## src/rtl/scfg_pkg.sv

```systemverilog
package scfg_pkg;

    typedef enum logic [1:0] {
        ST_IDLE   = 2'd0,
        ST_SHIFT  = 2'd1,
        ST_COMMIT = 2'd2
    } fsm_state_t;

endpackage

```

## src/rtl/scfg_sync.sv

```systemverilog
module scfg_sync #(
    parameter int W = 3,
    parameter logic [W-1:0] RST_VAL = '0
) (
    input  logic         clk,
    input  logic         rst_n,
    input  logic [W-1:0] async_in,
    output logic [W-1:0] level,
    output logic [W-1:0] rise,
    output logic [W-1:0] fall
);

    for (genvar b = 0; b < W; b++) begin : g_bit
        logic meta_q;
        logic sync_q;
        logic prev_q;

        always_ff @(posedge clk) begin
            if (!rst_n) begin
                meta_q <= RST_VAL[b];
                sync_q <= RST_VAL[b];
                prev_q <= RST_VAL[b];
            end else begin
                meta_q <= async_in[b];
                sync_q <= meta_q;
                prev_q <= sync_q;
            end
        end

        assign level[b] = sync_q;
        assign rise[b]  = sync_q & ~prev_q;
        assign fall[b]  = ~sync_q & prev_q;
    end

endmodule

```

## src/rtl/scfg_frame_fsm.sv

```systemverilog
module scfg_frame_fsm
    import scfg_pkg::*;
#(
    parameter int FRAME_W = 8
) (
    input  logic               clk,
    input  logic               rst_n,
    input  logic               clear,
    input  logic               strobe_rise,
    input  logic               strobe_fall,
    input  logic               sclk_rise,
    input  logic               sdata,
    output logic               commit,
    output logic [FRAME_W-1:0] frame,
    output fsm_state_t         state_o
);

    fsm_state_t         state_q;
    fsm_state_t         state_d;
    logic [FRAME_W-1:0] shift_q;

    // state register
    always_ff @(posedge clk) begin
        if (!rst_n) begin
            state_q <= ST_IDLE;
        end else begin
            state_q <= state_d;
        end
    end

    // next-state logic
    always_comb begin
        state_d = state_q;
        if (clear) begin
            state_d = ST_IDLE;
        end else begin
            unique case (state_q)
                ST_IDLE:   if (strobe_fall) state_d = ST_SHIFT;
                ST_SHIFT:  if (strobe_rise) state_d = ST_COMMIT;
                ST_COMMIT: state_d = ST_IDLE;
                default:   state_d = ST_IDLE;
            endcase
        end
    end

    // shift register: zeroed on window open, LSB-first shift
    always_ff @(posedge clk) begin
        if (!rst_n) begin
            shift_q <= '0;
        end else if (clear) begin
            shift_q <= '0;
        end else if (state_q == ST_IDLE && strobe_fall) begin
            shift_q <= '0;
        end else if (state_q == ST_SHIFT && sclk_rise && !strobe_rise) begin
            shift_q <= {sdata, shift_q[FRAME_W-1:1]};
        end
    end

    // outputs
    always_comb begin
        commit  = (state_q == ST_COMMIT) && !clear;
        frame   = shift_q;
        state_o = state_q;
    end

endmodule

```

## src/rtl/scfg_reg_bank.sv

```systemverilog
module scfg_reg_bank #(
    parameter int NUM_REGS = 3,
    parameter int REG_W    = 6,
    parameter int ADDR_W   = 2
) (
    input  logic                      clk,
    input  logic                      rst_n,
    input  logic                      clear,
    input  logic                      wr,
    input  logic [ADDR_W-1:0]         addr,
    input  logic [REG_W-1:0]          wdata,
    output logic [NUM_REGS*REG_W-1:0] flat,
    output logic [NUM_REGS-1:0]       wr_sel
);

    for (genvar g = 0; g < NUM_REGS; g++) begin : g_reg
        logic [REG_W-1:0] val_q;

        assign wr_sel[g] = wr && (addr == ADDR_W'(g));

        always_ff @(posedge clk) begin
            if (!rst_n) begin
                val_q <= '0;
            end else if (clear) begin
                val_q <= '0;
            end else if (wr_sel[g]) begin
                val_q <= wdata;
            end
        end

        assign flat[g*REG_W +: REG_W] = val_q;
    end

endmodule

```

## src/rtl/serial_cfg_regs.sv

```systemverilog
module serial_cfg_regs
    import scfg_pkg::*;
#(
    parameter int NUM_REGS = 3,
    parameter int REG_W    = 6,
    parameter int FRAME_W  = 8
) (
    input  logic                      clk,
    input  logic                      rst_n,
    input  logic                      ser_strobe,
    input  logic                      ser_clk,
    input  logic                      ser_data,
    input  logic                      pwr_on,
    input  logic                      uv_flag,
    output logic [NUM_REGS*REG_W-1:0] cfg_flat,
    output logic [2*NUM_REGS-1:0]     ch_mode,
    output logic [2*NUM_REGS-1:0]     ch_phase_a,
    output logic [2*NUM_REGS-1:0]     ch_phase_b
);

    localparam int ADDR_W = FRAME_W - REG_W;
    localparam int LINE_STROBE = 0;
    localparam int LINE_SCLK   = 1;
    localparam int LINE_SDATA  = 2;

    logic [2:0]         lines_in;
    logic [2:0]         lines_lvl;
    logic [2:0]         lines_rise;
    logic [2:0]         lines_fall;
    logic               clear_w;
    logic               commit_w;
    logic [FRAME_W-1:0] frame_w;
    logic [ADDR_W-1:0]  frame_addr;
    logic [NUM_REGS-1:0] wr_sel_w;
    fsm_state_t         fsm_state;

    assign lines_in = {ser_data, ser_clk, ser_strobe};
    assign clear_w  = !pwr_on || uv_flag;

    scfg_sync #(
        .W       (3),
        .RST_VAL (3'b001)
    ) u_sync (
        .clk      (clk),
        .rst_n    (rst_n),
        .async_in (lines_in),
        .level    (lines_lvl),
        .rise     (lines_rise),
        .fall     (lines_fall)
    );

    scfg_frame_fsm #(
        .FRAME_W (FRAME_W)
    ) u_fsm (
        .clk         (clk),
        .rst_n       (rst_n),
        .clear       (clear_w),
        .strobe_rise (lines_rise[LINE_STROBE]),
        .strobe_fall (lines_fall[LINE_STROBE]),
        .sclk_rise   (lines_rise[LINE_SCLK]),
        .sdata       (lines_lvl[LINE_SDATA]),
        .commit      (commit_w),
        .frame       (frame_w),
        .state_o     (fsm_state)
    );

    assign frame_addr = frame_w[FRAME_W-1:REG_W];

    scfg_reg_bank #(
        .NUM_REGS (NUM_REGS),
        .REG_W    (REG_W),
        .ADDR_W   (ADDR_W)
    ) u_bank (
        .clk    (clk),
        .rst_n  (rst_n),
        .clear  (clear_w),
        .wr     (commit_w),
        .addr   (frame_addr),
        .wdata  (frame_w[REG_W-1:0]),
        .flat   (cfg_flat),
        .wr_sel (wr_sel_w)
    );

    // per-channel split: register r serves channels 2r and 2r+1
    for (genvar r = 0; r < NUM_REGS; r++) begin : g_chan
        assign ch_mode[2*r]      = cfg_flat[r*REG_W + 4];
        assign ch_mode[2*r+1]    = cfg_flat[r*REG_W + 5];
        assign ch_phase_a[2*r]   = cfg_flat[r*REG_W + 1];
        assign ch_phase_b[2*r]   = cfg_flat[r*REG_W + 0];
        assign ch_phase_a[2*r+1] = cfg_flat[r*REG_W + 3];
        assign ch_phase_b[2*r+1] = cfg_flat[r*REG_W + 2];
    end

endmodule

```

## config.mk

```make
export PLATFORM = sky130hd
export DESIGN_NAME = serial_cfg_regs
export DESIGN_NICKNAME = d
export VERILOG_FILES = /design/src/rtl/scfg_pkg.sv /design/src/rtl/scfg_sync.sv /design/src/rtl/scfg_frame_fsm.sv /design/src/rtl/scfg_reg_bank.sv /design/src/rtl/serial_cfg_regs.sv
export SDC_FILE = /design/constraint.sdc
export NUM_CORES = 1
export LEC_CHECK = 0
export BUFFER_PORTS_ARGS = -buffer_cell sky130_fd_sc_hd__buf_2
export CAP_MARGIN = 20
export CORE_MARGIN = 5
export CORE_UTILIZATION = 54
export CTS_CLUSTER_DIAMETER = 150
export DETAILED_ROUTE_END_ITERATION = 7
export PLACE_DENSITY = 0.91
export SLEW_MARGIN = 15
export SYNTH_ARGS = -nofsm -noshare
export SYNTH_HDL_FRONTEND = slang
export SYNTH_SLANG_ARGS = --single-unit
export TNS_END_PERCENT = 5
```

## constraint.sdc

```tcl
create_clock -name clk -period 3.45 [get_ports clk]
set_clock_uncertainty 0.1 [all_clocks]
set_input_delay 0.345 -clock clk [delete_from_list [all_inputs] [get_ports clk]]
set_output_delay 0.345 -clock clk [all_outputs]
set_load 0.02 [all_outputs]
```

# [After elaboration in Yosys (flattened, before gate mapping)]
# Index checks and enable logic that the tools add are counted.
[classes] mux=3 reduce_logical=16 n_eq_ne=6 n_bitwise=7
[op_table] cell="$logic_and 1x1->1" n=7
[op_table] cell="$eq 2x1->1 const B" n=2
[op_table] cell="$eq 2x2->1 const B" n=2
[op_table] cell="$logic_not 2->1" n=2
[op_table] cell="$mux 2" n=2
[op_table] cell="$ne 2x1->1 const B" n=2
[op_table] cell="$not 1->1" n=4
[op_table] cell="$pmux 2 s2" n=1
[op_table] cell="$and 1x1->1" n=3
[op_table] cell="$logic_not 1->1" n=3
[op_table] cell="$reduce_or 3->1" n=1
[op_table] cell="$reduce_and 2->1" n=1
[op_table] cell="$reduce_or 2->1" n=1
[op_table] cell="$logic_or 1x1->1" n=1
[word_totals] in_bits=7 output_inout_bits=36 reg_bits=36 word_cells=45

# [Logic depth before layout (Yosys ltp)]
# Gate-level depths: netlist (run 1).
[logic_depth] word_depth=5 depth_mapped=4 ltp_nobuf=3

# [Modules after synthesis]
# Synthesis (run 1) repeated with hierarchy kept, for this count alone.
[hier_totals] cells_unflattened=153 hier_area_um2=1601.5
[modules_own_cells] mod="scfg_reg_bank" instances=1 cells_each=71 area_each_um2=777.0 seq_area_each_um2=360.3
[modules_own_cells] mod="scfg_frame_fsm" instances=1 cells_each=36 area_each_um2=386.6 seq_area_each_um2=200.2
[modules_own_cells] mod="scfg_sync" instances=1 cells_each=27 area_each_um2=296.5 seq_area_each_um2=180.2
[modules_own_cells] mod="serial_cfg_regs" instances=1 cells_each=19 area_each_um2=141.4 seq_area_each_um2=0.0

# [Least setup slack after synthesis (run 1)]
# Ideal clock, no wire load.
[synth_timing] path_kind="input -> register" from="input port uv_flag" to="register u_bank.g_reg[2].val_q[0]" path_slack_ps=2018 path_stages=4 path_buffers=1 arrival_time_ps=1211 setup_ps=122 t_required_ps=3228 cell_sequence="nand4bb_1 or3b_1 buf_2 mux2i_1"
[synth_between] elab_chain_cells=4 word_cells_on_any_way=5 cone_classes="reduce/logical (5)"
[synth_lines] element="start: declaration" line="serial_cfg_regs.sv:14" text="input logic uv_flag,"
[synth_lines] element="$logic_or 1x1->1 (*)" line="serial_cfg_regs.sv:38" text="assign clear_w = !pwr_on || uv_flag;"
[synth_lines] element="$logic_not 1->1" line="scfg_frame_fsm.sv:61" text="commit = (state_q == ST_COMMIT) && !clear;"
[synth_lines] element="$logic_and 1x1->1" line="scfg_frame_fsm.sv:61"
[synth_lines] element="$logic_and 1x1->1" line="scfg_reg_bank.sv:19" text="assign wr_sel[g] = wr && (addr == ADDR_W'(g));"
[synth_lines] element="end signal: assignment" line="scfg_reg_bank.sv:27" text="val_q <= wdata;"
[synth_lines] element="end: declaration" line="scfg_reg_bank.sv:17" text="logic [REG_W-1:0] val_q;"
# Mark *: on every way between the ends. The rest lies on a longest branch, timed or not.
# A chain may end at the register's enable or synchronous reset.

# [Final worst setup path (run 1)]
[layout_timing] from="register u_fsm.state_q[0] (netlist: u_fsm.state_o[0])" to="register u_bank.g_reg[1].val_q[3]"
[layout_between] elab_chain_cells=3
[layout_lines] element="start: declaration" line="scfg_frame_fsm.sv:18" text="fsm_state_t state_q;"
[layout_lines] element="start signal: assignment" line="scfg_frame_fsm.sv:27" text="state_q <= state_d;"
[layout_lines] element="$eq 2x2->1" line="scfg_frame_fsm.sv:61"
[layout_lines] element="$logic_and 1x1->1" line="scfg_frame_fsm.sv:61"
[layout_lines] element="$logic_and 1x1->1" line="scfg_reg_bank.sv:19"
[layout_lines] element="end signal: assignment" line="scfg_reg_bank.sv:27"
[layout_lines] element="end: declaration" line="scfg_reg_bank.sv:17"
# Every way passes these cells.

==> impl_metrics.csv, run 1 <==
group,metric,value,unit
setup_path,timing.critical_path.arrival,1.85,ns
cells_and_area,layout_commonest_cell,"sky130_fd_sc_hd__buf_2",
setup_path,data_required_time_of_the_worst_path,3.63,ns
routing,remaining_routing_drc_violations,0,
power,power_per_cell_area,531,nW/µm²
cts,cts-htree-levels,2,
timing,worst_pin_slew,0.981,ns
routing,routed_via_density,5.15,
global_routing,number_of_global_route_vias_before_repair,970,
die,core_area,2520,µm²
setup_path,critical-path-top-delay-family,"simple AND/OR/NAND/NOR gates",
setup_path,worstReg2RegStart,"u_fsm.state_o[0]$_SDFFE_PP0P_",
synthesis,yosys_warnings,0,
timing,fmax,599,MHz
place,placement.io_buffers,42,
cells_and_area,final_net_count,174,
global_routing,grt_remaining_overflow,0,
place,dp_hpwl,1920,µm
die,dieArea,3810,µm²
routing,drt_wl_total,2690,µm
synthesis,synth_cells,143,
global_routing,grt_first_pass_wirelength,4310,µm
die,row_count,18,
setup_path,worst_setup_path_type,"flip-flop to flip-flop",
die,num_io_pins,43,
routing,drt_pass1_iterations,4,
timing,final_min_period_over_clock_period,0.484,
outcome,status,"complete, no violations",
cts,clk_latency,0.34,ns
setup_path,worstSetupStartpoint,"u_fsm.state_o[0]$_SDFFE_PP0P_",
min_path,timing.hold.worst.start,"ser_strobe",
die,floorplan.initialDensity,0.572,
setup_path,cp-start-kind,"flip-flop",
power,total_power,878,µW
routing,drt.antenna.violating_nets,0,
place,globalplace.congestion,0.719,
cells_and_area,final_core_utilization,0.656,
die,die_width,61.7,µm
routing,total_via_count_in_the_routed_design,1019,
setup_path,critPathMaxStageDelay,0.64,ns
synthesis,synth-seq-cells,36,
synthesis,mean_cell_area_of_the_mapped_netlist,10.1,µm²
cts,cts_repair_resize_count,0,
die,chipHeight,61.7,µm
global_routing,initial_antenna_violation_count,0,
setup_path,critical_path.endpoint_type,"flip-flop",
cts,ctsRootBufferMaster,"sky130_fd_sc_hd__clkbuf_4",
cells_and_area,final-seq-area,721,µm²
global_routing,maximum_number_of_pins_on_one_net_before_global_route_repair,31,
timing,drv_slew,0,
power,vdd_ir_drop_max,480,µV
cts,clk_pin_slew,0.11,ns
timing,final-setup-viol-count,0,
cts,clock_tree_from_tritoncts,"yes",
cells_and_area,fillerInstances,197,
cts,number_of_hold_buffers_added_after_cts,0,
cells_and_area,area_growth_syn_to_layout,14.7,%
cts,post_cts.repair.setup_buffers,0,
synthesis,yosysSeqAreaShare,0.500,
cts,number_of_buffers_created_by_cts,5,
synthesis,syn_area,1440,µm²
timing,fin_setup_tns,0,ns
timing,finalHoldViolations,0,
setup_path,sequence_of_cells_on_the_critical_path,"nand4bb_1 -> nor3b_2 -> mux2i_1",
cells_and_area,top_library_cells_by_usage_in_the_layout_fill_and_taps_aside,"42 x sky130_fd_sc_hd__buf_2, 36 x sky130_fd_sc_hd__dfxtp_1, 26 x sky130_fd_sc_hd__mux2i_1, 25 x sky130_fd_sc_hd__nand2_1, 6 x sky130_fd_sc_hd__nand3_1",
setup_path,critPathBufInv,0,
setup_path,worst-path-max-fanout,6,
timing,slew_headroom,0.346,
timing,finalCriticalPeriod,1.67,ns
power,leakagePower,0.844,nW
setup_path,master_of_the_slowest_instance_on_the_critical_path,"sky130_fd_sc_hd__nor3b_2",
cells_and_area,drive_above_1_share,0.304,
timing,grt_setup_unrepaired,"false",
cells_and_area,multi_input_comb_area,558,µm²
min_path,min-delay-path-class,"input port to flip-flop",
routing,first_iter_violations,32,
cts,num_clock_sinks,36,
global_routing,grt.total_usage,0.164,
synthesis,netlist_cell_types,21,
routing,drt-wirelength-per-cell,13.6,µm
flow_run,drv.max_cap_violation_count,0,
synthesis,synth.net_count,150,
cts,clk_path_buf_depth,2,
cells_and_area,insertedDiodeCount,0,
[stage by stage]
| stage | cell area (µm²) | cells | worst slack, ns | hold WS (ns) |
|---|---|---|---|---|
| 2_1_floorplan | 1440 | 143 | 2.02 | 0.286 |
| 3_3_place_gp | 1530 | 190 | 1.58 | 0.299 |
| 3_5_place_dp | 1530 | 190 | 1.47 | 0.320 |
| 4_1_cts | 1650 | 198 | 1.76 | 0.0794 |
| 5_1_grt | 1650 | 198 | 1.60 | 0.0621 |
| 6_report | 1650 | 198 | 1.78 | 0.0881 |
[flip-flops by register name, summed over array words and instances (netlist names)]
name	count
u_sync.g_bit.sync_q	3
u_sync.g_bit.meta_q	3
u_sync.g_bit.prev_q	2
u_fsm.frame	8
u_fsm.state_o	2
u_bank.g.val_q	18
[final cells by class]
type	count	area share
well taps	30	0.0227
clock inverters	3	0.0545
flip-flops and latches	36	0.436
repair buffers	42	0.127
clock buffers	5	0.0227
multi-input cells	82	0.337
[logic make-up (layout without fill, tap and decap cells)]
group,count (synthesis),in the layout,synth area share
buffers and inverters,25,50,0.114
flip-flops,36,36,0.500
AND/OR/NAND/NOR,55,55,0.203
AO/OA/AOI/OAI,1,1,0.00347
multiplexers,26,26,0.180
[where the power goes]
part / switching [mW] / internal [mW]
registers: 0.00147 / 0.419
clock network: 0.143 / 0.299
logic: 0.00997 / 0.00630
[final timing paths]
| check | to | slack, ns | cells past startpoint |
|---|---|---|---|
| max | u_bank.g_reg[1].val_q[3]$_SDFFE_PP0P_ | 1.78 | 3 |
| min | u_sync.g_bit[0].meta_q$_SDFF_PN1_ | 0.09 | 2 |
| max reg2reg | u_bank.g_reg[1].val_q[3]$_SDFFE_PP0P_ | 1.78 | 3 |
| min reg2reg | u_sync.g_bit[0].sync_q$_SDFF_PN1_ | 0.34 | 1 |
[Yosys cell counts, drive strengths merged]
cell type   n  area share
dfxtp      36        0.50
mux2i      26        0.18
nand2      25       0.065
buf        20        0.10
nand3       6       0.021
and2        5       0.022
clkbuf      5       0.013
nand2b      4       0.017
nand4       4       0.017
nor2b       2      0.0087
a21oi       1      0.0035
and3b       1      0.0061
nand4bb     1      0.0078
nor2        1      0.0026
nor3        1      0.0035
nor3b       1      0.0087
nor4b       1      0.0061
or3         1      0.0043
or3b        1      0.0061
or4b        1      0.0069
[metal layers]
layer / global-route usage / routed length [µm]
met1: 0.177 / 1110
met3: 0.0881 / 268
met5: 0 / 0
met2: 0.269 / 1280
met4: 0.0636 / 28
No activity file was read; power rests on OpenSTA's default activity.
==> run 2, diff against run 1 <==
ABC_AREA = 1   (was not set)
CORE_UTILIZATION = 48   (was 54)
PLACE_DENSITY = 0.83   (was 0.91)
clock period = 1.4 ns   (was 3.45 ns; I/O delays follow)
==> impl_metrics.csv, run 2 <==
group,metric,value,unit
synthesis,number_of_synthesized_flops_with_an_enable_pin,0,
cells_and_area,top_library_cells_by_usage_in_the_layout_fill_and_taps_aside,"62 x sky130_fd_sc_hd__nand2_1, 61 x sky130_fd_sc_hd__inv_1, 42 x sky130_fd_sc_hd__buf_2, 36 x sky130_fd_sc_hd__dfxtp_1, 29 x sky130_fd_sc_hd__nor2_1",
timing,finalCriticalPeriod,1.21,ns
outcome,status,"complete, no violations",
global_routing,initial_antenna_violation_count,0,
routing,first_iter_violations,93,
timing,drv_slew,0,
timing,finalHoldViolations,0,
cts,clk_latency,0.28,ns
power,vdd_ir_drop_max,672,µV
timing,final-setup-viol-count,0,
cts,clk_path_buf_depth,2,
routing,total_via_count_in_the_routed_design,1458,
place,dpl_worst_slack,0.119,ns
routing,drt-wirelength-per-cell,9.10,µm
setup_path,worst_setup_path_type,"flip-flop to flip-flop",
global_routing,maximum_number_of_pins_on_one_net_before_global_route_repair,19,
synthesis,synthArstFlopShare,0,
cells_and_area,final_net_count,301,
synthesis,yosys-top-cells-area,"sky130_fd_sc_hd__dfxtp_1 40%, sky130_fd_sc_hd__nand2_1 13%, sky130_fd_sc_hd__inv_1 13%, sky130_fd_sc_hd__buf_4 7.5%, sky130_fd_sc_hd__nand3_1 7.2%",
global_routing,grt_remaining_overflow,0,
synthesis,synth_area_leader_cell,"sky130_fd_sc_hd__dfxtp_1",
cts,number_of_buffers_created_by_cts,5,
cts,clock_tree_from_tritoncts,"yes",
power,power_per_cell_area,901,nW/µm²
global_routing,grt.total_usage,0.134,
cells_and_area,layout_commonest_cell,"sky130_fd_sc_hd__nand2_1",
cells_and_area,largest_register_ffs,18,
die,die_width,71.4,µm
place,dp_hpwl,2340,µm
synthesis,synth-seq-cells,36,
min_path,timing.hold.worst.start,"rst_n",
synthesis,synth_cells,261,
cells_and_area,area_growth_syn_to_layout,14.2,%
synthesis,synth.net_count,268,
synthesis,yosysSeqAreaShare,0.399,
synthesis,yosys_warnings,0,
setup_path,critical_path.endpoint_type,"flip-flop",
die,chipHeight,71.4,µm
timing,worst_slack,0.190,ns
synthesis,synthDominantCellAreaShare,0.399,
synthesis,mean_cell_area_of_the_mapped_netlist,6.92,µm²
die,dieArea,5090,µm²
die,num_io_pins,43,
setup_path,cp-start-kind,"flip-flop",
synthesis,syn_area,1810,µm²
timing,slew_headroom,0.800,
setup_path,worstSetupStartpoint,"u_fsm.frame[6]$_SDFFE_PP0P_",
place,globalplace.congestion,0.791,
global_routing,grt_first_pass_wirelength,5450,µm
cells_and_area,insertedDiodeCount,0,
cts,cts_repair_resize_count,0,
routing,drt_pass1_iterations,4,
routing,drt.antenna.violating_nets,0,
cts,clk_pin_slew,0.07,ns
power,leakagePower,0.988,nW
global_routing,number_of_global_route_vias_before_repair,1317,
min_path,min-delay-path-class,"input port to flip-flop",
flow_run,drv.max_cap_violation_count,0,
routing,remaining_routing_drc_violations,0,
place,placement.io_buffers,42,
cells_and_area,register_ranked_first_by_flip_flop_count,"u_bank.g.val_q",
timing,fmax,827,MHz
synthesis,netlist_top_cells_count,"62 x sky130_fd_sc_hd__nand2_1, 61 x sky130_fd_sc_hd__inv_1, 36 x sky130_fd_sc_hd__dfxtp_1",
setup_path,data_required_time_of_the_worst_path,1.52,ns
die,floorplan.initialDensity,0.494,
die,row_count,22,
routing,routed_via_density,4.25,
setup_path,worst-path-max-fanout,7,
setup_path,timing.critical_path.arrival,1.33,ns
timing,grt_setup_unrepaired,"false",
cts,num_clock_sinks,36,
cts,cts-htree-levels,2,
routing,drt_wl_total,3120,µm
setup_path,worstReg2RegStart,"u_fsm.frame[6]$_SDFFE_PP0P_",
die,core_area,3660,µm²
timing,final_min_period_over_clock_period,0.864,
timing,fin_setup_tns,0,ns
cts,ctsRootBufferMaster,"sky130_fd_sc_hd__clkbuf_8",
synthesis,yosys.cell_count.top_type,"sky130_fd_sc_hd__nand2_1",
synthesis,yosys_most_used_dff,"sky130_fd_sc_hd__dfxtp_1",
timing,worst_pin_slew,0.300,ns
cells_and_area,drive_above_1_share,0.241,
synthesis,netlist_cell_types,19,
## run 2: cell count changes in the layout (fill, tap and decap cells not counted), sizes merged, moves of 5 or more
| cell | before | now |
|---|---|---|
| and2 | 5 | 0 |
| inv | 0 | 67 |
| mux2i | 26 | 0 |
| nand2 | 25 | 64 |
| nand3 | 6 | 31 |
| nor2 | 1 | 35 |
## run 2: worst max-delay path, stage by stage, from the launching register on
cell and delay (ns):
sky130_fd_sc_hd__dfxtp_1 0.36, sky130_fd_sc_hd__nor2_2 0.29, sky130_fd_sc_hd__nand3_2 0.18, sky130_fd_sc_hd__nand2_1 0.09, sky130_fd_sc_hd__inv_1 0.04, sky130_fd_sc_hd__nor2_1 0.09
## run 2: layout make-up
type                    instances  area [µm²]
multi-input cells             136         664
repair buffers                 47         268
fillers                       347        1600
inverters                      68         260
well taps                      48        60.1
flip-flops and latches         36         721
clock buffers                   8        90.1
## run 2: power breakdown
| part | internal [mW] | total, mW | switching, mW |
|---|---|---|---|
| sequential | 1.03 | 1.04 | 0.00402 |
| combinational | 0.0299 | 0.0744 | 0.0445 |
| clock | 0.401 | 0.747 | 0.346 |
| total | 1.46 | 1.86 | 0.394 |
## run 2: stage by stage
step                area (µm²)  total power [mW]   util  hold slack, ns  instances
finish                    2060              1.86  0.564          0.0540        343
global route              2060              1.94  0.564          0.0481        343
CTS                       2040              1.88  0.558          0.0482        342
detailed placement        1920              1.13  0.525           0.225        331
global placement          1920              1.13  0.525           0.222        331
floorplan                 1810              1.11      -           0.133        261
## run 2: what timing repair did
action / in CTS / in global routing
buffers inserted: 0 / 1
endpoints found under the setup margin: 0 / 6
hold buffers: 3 / 0
hold endpoints to repair: 3 / 0
## run 2: path summary, 6_finish.rpt
path,endpoint,slack (ns),depth (start not counted)
worst min-delay path,u_sync.g_bit[1].meta_q$_SDFF_PN0_,0.05,3
worst max register to register,u_bank.g_reg[0].val_q[0]$_SDFFE_PP0P_,0.19,5
worst min register to register,u_sync.g_bit[2].sync_q$_SDFF_PN0_,0.32,2
worst max-delay path,u_bank.g_reg[0].val_q[0]$_SDFFE_PP0P_,0.19,5
## run 2: layer usage
metal	track usage	vias up	share of wire
met5	0	-	0
met4	0.0710	0	0.022
met3	0.0435	8	0.071
met2	0.223	42	0.47
met1	0.151	610	0.44
li1	-	798	-
## run 2: cells by family (layout without fill, tap and decap cells)
group,Yosys count,in the layout,share of synthesized area
compound gates,2,2,0.0118
flops,36,36,0.399
simple gates,134,134,0.356
buf+inv,89,123,0.233
==> run 3, diff against run 2 <==
BUFFER_PORTS_ARGS = not set   (was -buffer_cell sky130_fd_sc_hd__buf_2)
CORE_UTILIZATION = 55   (was 48)
DONT_BUFFER_PORTS = 1   (was not set)
PLACE_DENSITY = 0.81   (was 0.83)
==> impl_metrics.csv, run 3 (same netlist as run 2, synthesis figures left out) <==
group,metric,value,unit
flow_run,drv.max_cap_violation_count,0,
cells_and_area,final_net_count,279,
timing,finalHoldViolations,0,
power,p_int,1.25,mW
power,pwr-share-seq,0.640,
global_routing,initial_antenna_violation_count,0,
place,globalplace.congestion,0.807,
place,dpl_worst_slack,0.162,ns
die,die_width,67.3,µm
global_routing,grt.total_usage,0.153,
timing,drv_slew,0,
cts,num_clock_sinks,36,
cts,clk_pin_slew,0.10,ns
global_routing,maximum_number_of_pins_on_one_net_before_global_route_repair,19,
power,power_per_cell_area,832,nW/µm²
global_routing,grt_first_pass_wirelength,5130,µm
cts,post_cts.repair.setup_buffers,0,
cts,clock_tree_from_tritoncts,"yes",
setup_path,cp-start-kind,"input port",
cells_and_area,drive_above_1_share,0.169,
cts,clk_latency,0.34,ns
cells_and_area,top_library_cells_by_usage_in_the_layout_fill_and_taps_aside,"62 x sky130_fd_sc_hd__nand2_1, 61 x sky130_fd_sc_hd__inv_1, 36 x sky130_fd_sc_hd__dfxtp_1, 29 x sky130_fd_sc_hd__nor2_1, 26 x sky130_fd_sc_hd__nand3_1",
routing,first_iter_violations,44,
place,placement.io_buffers,0,
cts,ctsRootBufferMaster,"sky130_fd_sc_hd__clkbuf_4",
cts,cts_repair_resize_count,0,
cells_and_area,insertedDiodeCount,0,
routing,drt.antenna.violating_nets,0,
die,chipHeight,67.3,µm
cells_and_area,final_core_utilization,0.628,
setup_path,data_required_time_of_the_worst_path,1.55,ns
setup_path,critical-path-top-delay-family,"simple AND/OR/NAND/NOR gates",
power,power_frac_comb,0.045,
global_routing,grt_remaining_overflow,0,
routing,drt_wl_total,2960,µm
power,vdd_ir_drop_max,642,µV
setup_path,critical_path.endpoint_type,"flip-flop",
power,leakagePower,0.849,nW
global_routing,number_of_global_route_vias_before_repair,1240,
die,row_count,20,
setup_path,worst-path-max-fanout,18,
setup_path,sequence_of_cells_on_the_critical_path,"dlygate4sd3_1 -> inv_2 -> nand2_2 -> nor2_4 -> nand3_1 -> nand2_1 -> nor2_1",
setup_path,critPathBufInv,2,
setup_path,worst_setup_path_type,"input port to flip-flop",
timing,fin_setup_tns,0,ns
min_path,min-delay-path-class,"input port to flip-flop",
setup_path,master_of_the_slowest_instance_on_the_critical_path,"sky130_fd_sc_hd__dlygate4sd3_1",
timing,slew_headroom,0.756,
power,net-switching-power,373,µW
cts,cts-htree-levels,2,
setup_path,timing.critical_path.arrival,1.44,ns
die,floorplan.initialDensity,0.582,
cells_and_area,layout_commonest_cell,"sky130_fd_sc_hd__nand2_1",
cells_and_area,area_growth_syn_to_layout,7.89,%
routing,remaining_routing_drc_violations,0,
routing,routed_via_density,4.35,
timing,final_min_period_over_clock_period,0.926,
setup_path,critPathMaxStageDelay,0.55,ns
timing,finalCriticalPeriod,1.30,ns
routing,drt-wirelength-per-cell,9.38,µm
routing,total_via_count_in_the_routed_design,1374,
place,dp_hpwl,2140,µm
timing,worst_slack,0.104,ns
timing,grt_setup_unrepaired,"false",
cells_and_area,fillerInstances,306,
timing,worst_pin_slew,0.366,ns
cells_and_area,register_ranked_first_by_flip_flop_count,"u_bank.g.val_q",
outcome,status,"complete, no violations",
power,p_clk_frac,0.315,
routing,drt_pass1_iterations,4,
timing,final-setup-viol-count,0,
die,dieArea,4530,µm²
cts,number_of_buffers_created_by_cts,5,
die,core_area,3100,µm²
setup_path,r2r_setup_slack,0.14,ns
cells_and_area,largest_register_ffs,18,
cts,clk_path_buf_depth,2,
power,share_of_total_power_consumed_by_net_switching,0.230,
die,num_io_pins,43,
timing,fmax,771,MHz
==> run 3: cell count changes in the layout (fill, tap and decap cells not counted) <==
cell,change
sky130_fd_sc_hd__buf_12,-1
sky130_fd_sc_hd__buf_2,-42
sky130_fd_sc_hd__buf_4,+18
sky130_fd_sc_hd__clkbuf_1,-1
sky130_fd_sc_hd__clkbuf_4,+5
sky130_fd_sc_hd__clkbuf_8,-6
sky130_fd_sc_hd__clkinv_2,+1
sky130_fd_sc_hd__dlygate4sd3_1,+3
==> run 3: per-layer routing <==
| layer | vias up | part of all wire | track usage |
|---|---|---|---|
| met2 | 30 | 0.45 | 0.234 |
| met4 | 0 | 0.020 | 0.109 |
| met5 | - | 0 | 0 |
| met1 | 584 | 0.47 | 0.184 |
| li1 | 752 | - | - |
| met3 | 8 | 0.060 | 0.0416 |
==> run 3: power groups by stage <==
stage          registers (mW)  clock network (mW)  logic [mW]
2_1_floorplan            1.06                   0      0.0495
3_5_place_dp             1.06                   0      0.0566
6_report                 1.04               0.510      0.0736
5_1_grt                  1.04               0.572      0.0838
4_1_cts                  1.04               0.525      0.0743
3_3_place_gp             1.06                   0      0.0544
==> run 3: final cells by class <==
cell class / count / area, µm² / share of cell area
Clock inverter: 1 / 5.00 / 0.00257
Sequential cell: 36 / 721 / 0.370
Multi-Input combinational cell: 136 / 664 / 0.341
Inverter: 68 / 260 / 0.134
Clock buffer: 6 / 41.3 / 0.0212
Tap cell: 44 / 55.1 / 0.0282
Timing Repair Buffer: 25 / 203 / 0.104
==> run 3: per-stage QoR <==
stage          total power, mW  hold slack (ns)  cells  cell area, µm²
2_1_floorplan             1.11            0.133    261            1810
3_3_place_gp              1.11            0.134    303            1840
3_5_place_dp              1.12            0.139    303            1840
4_1_cts                   1.64           0.0939    316            1950
5_1_grt                   1.69            0.108    316            1950
6_report                  1.62           0.0995    316            1950
==> run 3: repair_timing <==
item / CTS / global route
hold buffers: 6 / 0
endpoints found under the hold margin: 18 / 0
endpoints found under the setup margin: 0 / 0
==> run 3: worst paths after layout <==
kind | cells after the start | start | to
worst max-delay path | 7 | uv_flag | u_bank.g_reg[2].val_q[3]$_SDFFE_PP0P_
worst min register to register | 1 | u_sync.g_bit[0].meta_q$_SDFF_PN1_ | u_sync.g_bit[0].sync_q$_SDFF_PN1_
worst max register to register | 6 | u_fsm.state_o[0]$_SDFFE_PP0P_ | u_bank.g_reg[2].val_q[3]$_SDFFE_PP0P_
worst min-delay path | 5 | pwr_on | u_bank.g_reg[0].val_q[1]$_SDFFE_PP0P_
==> run 3: worst reg2reg max path, cell delays in order (launching register included) <==
cell,delay (ns)
sky130_fd_sc_hd__dfxtp_1,0.37
sky130_fd_sc_hd__inv_1,0.07
sky130_fd_sc_hd__nand2_1,0.07
sky130_fd_sc_hd__nor2_4,0.31
sky130_fd_sc_hd__nand3_1,0.12
sky130_fd_sc_hd__nand2_1,0.10
sky130_fd_sc_hd__nor2_1,0.04
